### src/rtl/ssp_pkg.sv
package ssp_pkg;

  // Events seen on the external link after synchronization.
  typedef struct packed {
    logic rise;
    logic fall;
    logic din;
  } ssp_edges_t;

  // Decoded per-cycle actions issued by the control stage.
  typedef struct packed {
    logic start;     // first accepted falling edge of a byte
    logic shift_rx;  // accepted rising edge
    logic shift_tx;  // accepted falling edge
    logic done;      // last rising edge of a byte
    logic load_ok;   // parallel load of transmit byte allowed
  } ssp_ctl_t;

endpackage

### src/rtl/ssp_sync.sv
module ssp_sync
  import ssp_pkg::*;
#(
  parameter int STAGES = 2
) (
  input  logic       clk,
  input  logic       rst,
  input  logic       sclk_in,
  input  logic       sdi,
  output ssp_edges_t ev
);

  localparam int LAST = STAGES - 1;

  logic [LAST:0] ck_q;
  logic [LAST:0] dt_q;
  logic          ck_prev;

  genvar g;
  generate
    for (g = 0; g < STAGES; g++) begin : g_stage
      if (g == 0) begin : g_first
        always_ff @(posedge clk) begin
          if (rst) begin
            ck_q[g] <= 1'b1;
            dt_q[g] <= 1'b0;
          end else begin
            ck_q[g] <= sclk_in;
            dt_q[g] <= sdi;
          end
        end
      end else begin : g_next
        always_ff @(posedge clk) begin
          if (rst) begin
            ck_q[g] <= 1'b1;
            dt_q[g] <= 1'b0;
          end else begin
            ck_q[g] <= ck_q[g-1];
            dt_q[g] <= dt_q[g-1];
          end
        end
      end
    end
  endgenerate

  always_ff @(posedge clk) begin
    if (rst) ck_prev <= 1'b1;
    else     ck_prev <= ck_q[LAST];
  end

  always_comb begin
    ev.rise = ck_q[LAST] & ~ck_prev;
    ev.fall = ~ck_q[LAST] & ck_prev;
    ev.din  = dt_q[LAST];
  end

endmodule

### src/rtl/ssp_ctrl.sv
module ssp_ctrl
  import ssp_pkg::*;
#(
  parameter int DATA_W = 8
) (
  input  logic       clk,
  input  logic       rst,
  input  ssp_edges_t ev,
  input  logic       core_busy,
  input  logic       rx_ack,
  output ssp_ctl_t   ctl,
  output logic       in_prog,
  output logic       busy
);

  localparam int CNT_W = $clog2(DATA_W);
  localparam logic [CNT_W-1:0] LAST_BIT = CNT_W'(DATA_W - 1);

  logic [CNT_W-1:0] bit_cnt;
  logic             pend_q;
  logic             in_prog_d;
  logic             pend_d;

  always_comb begin
    ctl.start    = ev.fall & ~in_prog & ~busy;
    ctl.shift_rx = ev.rise & in_prog;
    ctl.shift_tx = ctl.start | (ev.fall & in_prog);
    ctl.done     = ctl.shift_rx & (bit_cnt == LAST_BIT);
    ctl.load_ok  = ~in_prog & ~ctl.start;

    in_prog_d = in_prog;
    if (ctl.start)     in_prog_d = 1'b1;
    else if (ctl.done) in_prog_d = 1'b0;

    pend_d = ctl.done | (pend_q & ~rx_ack);
  end

  always_ff @(posedge clk) begin
    if (rst) begin
      bit_cnt <= '0;
      in_prog <= 1'b0;
      pend_q  <= 1'b0;
      busy    <= 1'b1;
    end else begin
      if (ctl.start)         bit_cnt <= '0;
      else if (ctl.shift_rx) bit_cnt <= bit_cnt + 1'b1;
      in_prog <= in_prog_d;
      pend_q  <= pend_d;
      busy    <= in_prog_d | pend_d | core_busy;
    end
  end

endmodule

### src/rtl/ssp_rx.sv
module ssp_rx
  import ssp_pkg::*;
#(
  parameter int DATA_W = 8
) (
  input  logic              clk,
  input  logic              rst,
  input  ssp_edges_t        ev,
  input  ssp_ctl_t          ctl,
  output logic [DATA_W-1:0] rx_data,
  output logic              rx_valid
);

  logic [DATA_W-1:0] sh_q;
  logic [DATA_W-1:0] sh_next;

  assign sh_next = {ev.din, sh_q[DATA_W-1:1]};

  always_ff @(posedge clk) begin
    if (rst) begin
      sh_q     <= '0;
      rx_data  <= '0;
      rx_valid <= 1'b0;
    end else begin
      rx_valid <= ctl.done;
      if (ctl.start)    sh_q <= '0;
      if (ctl.shift_rx) sh_q <= sh_next;
      if (ctl.done)     rx_data <= sh_next;
    end
  end

endmodule

### src/rtl/ssp_tx.sv
module ssp_tx
  import ssp_pkg::*;
#(
  parameter int DATA_W = 8
) (
  input  logic              clk,
  input  logic              rst,
  input  ssp_ctl_t          ctl,
  input  logic [DATA_W-1:0] tx_data,
  input  logic              tx_valid,
  output logic              sdo
);

  logic [DATA_W-1:0] sh_q;

  always_ff @(posedge clk) begin
    if (rst) begin
      sh_q <= '0;
      sdo  <= 1'b0;
    end else if (ctl.shift_tx) begin
      sdo  <= sh_q[0];
      sh_q <= {1'b0, sh_q[DATA_W-1:1]};
    end else if (tx_valid && ctl.load_ok) begin
      sh_q <= tx_data;
    end
  end

endmodule

### src/rtl/clksync_serial_slave.sv
module clksync_serial_slave
  import ssp_pkg::*;
#(
  parameter int DATA_W      = 8,
  parameter int SYNC_STAGES = 2
) (
  input  logic              clk,
  input  logic              rst,
  input  logic              sclk_in,
  input  logic              sdi,
  output logic              sdo,
  output logic              busy,
  input  logic              core_busy,
  output logic [DATA_W-1:0] rx_data,
  output logic              rx_valid,
  input  logic              rx_ack,
  input  logic [DATA_W-1:0] tx_data,
  input  logic              tx_valid
);

  ssp_edges_t ev;
  ssp_ctl_t   ctl;
  logic       in_prog;

  ssp_sync #(.STAGES(SYNC_STAGES)) u_sync (
    .clk     (clk),
    .rst     (rst),
    .sclk_in (sclk_in),
    .sdi     (sdi),
    .ev      (ev)
  );

  ssp_ctrl #(.DATA_W(DATA_W)) u_ctrl (
    .clk       (clk),
    .rst       (rst),
    .ev        (ev),
    .core_busy (core_busy),
    .rx_ack    (rx_ack),
    .ctl       (ctl),
    .in_prog   (in_prog),
    .busy      (busy)
  );

  ssp_rx #(.DATA_W(DATA_W)) u_rx (
    .clk      (clk),
    .rst      (rst),
    .ev       (ev),
    .ctl      (ctl),
    .rx_data  (rx_data),
    .rx_valid (rx_valid)
  );

  ssp_tx #(.DATA_W(DATA_W)) u_tx (
    .clk      (clk),
    .rst      (rst),
    .ctl      (ctl),
    .tx_data  (tx_data),
    .tx_valid (tx_valid),
    .sdo      (sdo)
  );

endmodule

### config.mk
export PLATFORM = sky130hd
export DESIGN_NAME = clksync_serial_slave
export DESIGN_NICKNAME = d
export VERILOG_FILES = /design/src/rtl/ssp_pkg.sv /design/src/rtl/ssp_sync.sv /design/src/rtl/ssp_ctrl.sv /design/src/rtl/ssp_rx.sv /design/src/rtl/ssp_tx.sv /design/src/rtl/clksync_serial_slave.sv
export SDC_FILE = /design/constraint.sdc
export NUM_CORES = 1
export LEC_CHECK = 0
export BUFFER_PORTS_ARGS = -buffer_cell sky130_fd_sc_hd__buf_2
export CAP_MARGIN = 20
export CELL_PAD_IN_SITES_DETAIL_PLACEMENT = 0
export CELL_PAD_IN_SITES_GLOBAL_PLACEMENT = 1
export CORE_MARGIN = 1
export CORE_UTILIZATION = 43
export CTS_CLUSTER_DIAMETER = 60
export CTS_CLUSTER_SIZE = 30
export DETAILED_ROUTE_END_ITERATION = 10
export MAX_ROUTING_LAYER = met4
export PLACE_DENSITY = 0.82
export SYNTH_ARGS = -nofsm -noshare
export SYNTH_HDL_FRONTEND = slang
export SYNTH_HIERARCHICAL = 1
export SYNTH_SLANG_ARGS = --single-unit
### constraint.sdc
create_clock -name clk -period 1.8 [get_ports clk]
set_input_delay 0.09 -clock clk [delete_from_list [all_inputs] [get_ports clk]]
set_output_delay 0.09 -clock clk [all_outputs]
set_load 0.005 [all_outputs]
==> metrics <==
CP dominant cell by count=ha_1; EDFF count, synth=0; Cell Chain, Critical Path=ha_1 > ha_1 > and3_2 > mux2i_1 > nor2_1; Root Driver=clkbuf_8; setup tns final=0 ns; GPL Wtd Cong=0.736; critical path class=reg2reg; R2R cell count=5; Avg WL per Cell=12.0 um; Synth Area in XOR/XNOR=0.00550; RSZ-0062 raised after global routing=false; PostCTS Resize Cnt=0; syn_nets=167; DIE AREA=0.00395 mm2; main combinational cell family by area after synthesis=compound AO/OA/AOI/OAI gates; largest net degree at the start of global routing=20; yosys warns=6; Die Wd=62.8 um; total power=1.64 mW; Finished Cell Area=0.00185 mm2; first-pass GRT wire length=4600 um; routed wire length=2710 um; ANT nets after route=0; post-synth cell types=28; Total GRT Usage=0.158; Final setup viols=0; final net count=195; drt first pass iters=4; post-detail-place hpwl=1900 um; Initial Util=0.462; Least-Margin Pin Slew=0.402 ns; commonest cells after routing, fill and taps aside=dfxtp_1, buf_2, inv_1, nor2_1, nand2_1; ANT cells=0; HP Start=core_busy; DRT iter0 DRCs=43; Slew Limit Headroom=0.732; chip height=62.8 um; hold path depth=3; simple-gate share of the synthesized area=0.173; H-tree depth=2; layout cell share with drive strength beyond 1=0.335; fin. max-slew vios=0; complex-gate fraction of the synthesized area=0.207; mux share of post-synthesis cell area=0.0566; clk slew on worst S/H paths=0.07 ns; fin crit period=1.49 ns; reg2reg start=u_ctrl/bit_cnt[0]; synthesis-stage register bit count=36; # hold bufs at CTS=1; num ports=26; core area=0.00344 mm2; initial antenna violation count=0; Post-synth ARST share=0; post-synthesis adder-cell area fraction=0.0157; # clock sinks=36; multi-input combinational cell area=728 um2; status=finished, final reports clean; post-synthesis sequential area ratio=0.453; Bufs on Longest Clock Path=2; CTS Buf Count=5; flop2flop setup slack=0.31 ns; CP max-delay cell=and3_2; via count=1,143; Worst Path Arrival=1.67 ns; Sequential Area=721 um2; most common cell after layout, fill and taps aside=dfxtp_1; vias in the first global route=1,080; period utilization=0.827; Synth Cell Area=0.00159 mm2; Clock Latency Late Sink=0.29 ns; Max-Cap Viols=0; PortBufs=25; dpl cell area=0.00173 mm2; fillers=327; CTS tree=yes; syn avg cell area=10.6 um2; row count=21; Max stage delay on crit path=0.39 ns; DR vias/cell=5.08; Hold/Removal Path Class=in2reg; LEAKAGE=0.721 nW; element type at the critical path end=flip-flop; gr ovfl total=0; Synth area leader=dfxtp_1; Synth top area share=0.453; Remaining DRCs=0; Fin Hold WS=0.0208 ns; Startpoint Class=flip-flop; Post-CTS Setup Bufs=0; r2r endpoint=u_rx/rx_data[6]; Synth Flop Type=dfxtp_1; Hold Path End=u_ctrl/busy; f_max=671 MHz; Peak supply drop=884 uV; area grow syn2layout=16.3%; Required @ worst endpoint=1.98 ns; Final Hold Vio Count=0; largest fanout on the critical path=12; Cell Pwr Density=887 mW/mm2; Clock Skew=0.00803 ns; Area contributors post-synth=dfxtp_1, o32ai_2, a2111oi_2, mux2i_1, inv_1; Mapped Cells=150
layer usage:
| layer | vias to the layer above | GRT usage | part of all wire |
|---|---|---|---|
| met3 | 6 | 0.0547 | 0.043 |
| li1 | 580 | - | - |
| met2 | 23 | 0.261 | 0.50 |
| met1 | 534 | 0.166 | 0.43 |
| met4 | 0 | 0.0785 | 0.022 |
| met5 | - | - | 0 |
critical path, delay by kind of cell, from the launching register on:
family	cells	cell delay, ns
adders and majority gates	2	0.30
muxes	1	0.25
DFF	1	0.36
and+or+nand+nor	2	0.45
cell families (layout without fill, tap and decap cells):
kind of cell,count (synthesis),count (layout)
AND/OR/NAND/NOR,46,46
adder cells (fa/ha/maj),2,2
flip-flops,36,36
XOR/XNOR,1,1
multiplexers,9,9
AO/OA/AOI/OAI,29,29
buffers and inverters,27,56
power by group:
| group | leakage, nW | internal, mW | total (mW) | switching [mW] |
|---|---|---|---|---|
| logic | 0.373 | 0.0572 | 0.119 | 0.0615 |
| registers | 0.293 | 0.818 | 0.830 | 0.0113 |
| clock network | 0.0552 | 0.411 | 0.692 | 0.282 |
| total | 0.721 | 1.29 | 1.64 | 0.355 |
synth_stat cells, types with 2 or more instances:
library cell and number:
dfxtp_1 36, inv_1 17, and4bb_1 2, buf_6 3, buf_4 4, nor2_1 11, or2_1 4, a211oi_1 8
buf_2 3, ha_1 2, nand3_1 4, nor4bb_1 3, nand2_1 10, a2111oi_2 7, a21oi_1 3, mux2i_1 9
o32ai_2 7, a21oi_2 2, nor2b_1 5, and4bb_2 2
layout make-up:
| cell class | count | share of cell area |
|---|---|---|
| flip-flops and latches | 36 | 0.389 |
| inverters | 17 | 0.0345 |
| well taps | 46 | 0.0311 |
| repair buffers | 31 | 0.0933 |
| clock inverters | 2 | 0.0189 |
| multi-input cells | 87 | 0.394 |
| clock buffers | 6 | 0.0392 |
through the flow:
step	std cells	setup WS (ns)	utilization
final	225	0.311	0.538
after detailed placement	216	0.322	0.503
after global routing	225	0.222	0.538
after CTS	225	0.310	0.538
after floorplan	150	0.402	-
after global placement	216	0.410	0.503
sequential cells by signal, indices dropped and copies added (netlist names):
register        flops
u_ctrl/bit_cnt      3
u_ctrl/busy         1
u_ctrl/in_prog      1
u_ctrl/pend_q       1
u_rx/rx_data        8
u_rx/rx_valid       1
u_rx/sh_q           7
u_sync/ck_prev      1
u_sync/ck_q         2
u_sync/dt_q         1
u_sync/ev           1
u_tx/sdo            1
u_tx/sh_q           8
worst max-delay path by stage:
stage                      start              end  slack, ns  depth (start not counted)
5_1_grt           u_sync/ck_prev     u_tx/sh_q[4]       0.22                          5
2_1_floorplan        u_ctrl/busy     u_tx/sh_q[1]       0.40                          5
3_5_place_dp   u_ctrl/bit_cnt[0]  u_rx/rx_data[3]       0.32                          5
6_report       u_ctrl/bit_cnt[0]  u_rx/rx_data[6]       0.31                          5
3_3_place_gp   u_ctrl/bit_cnt[0]  u_rx/rx_data[7]       0.41                          5
4_1_cts        u_ctrl/bit_cnt[0]  u_rx/rx_data[0]       0.31                          5
Power figures use the tool's default switching activity.
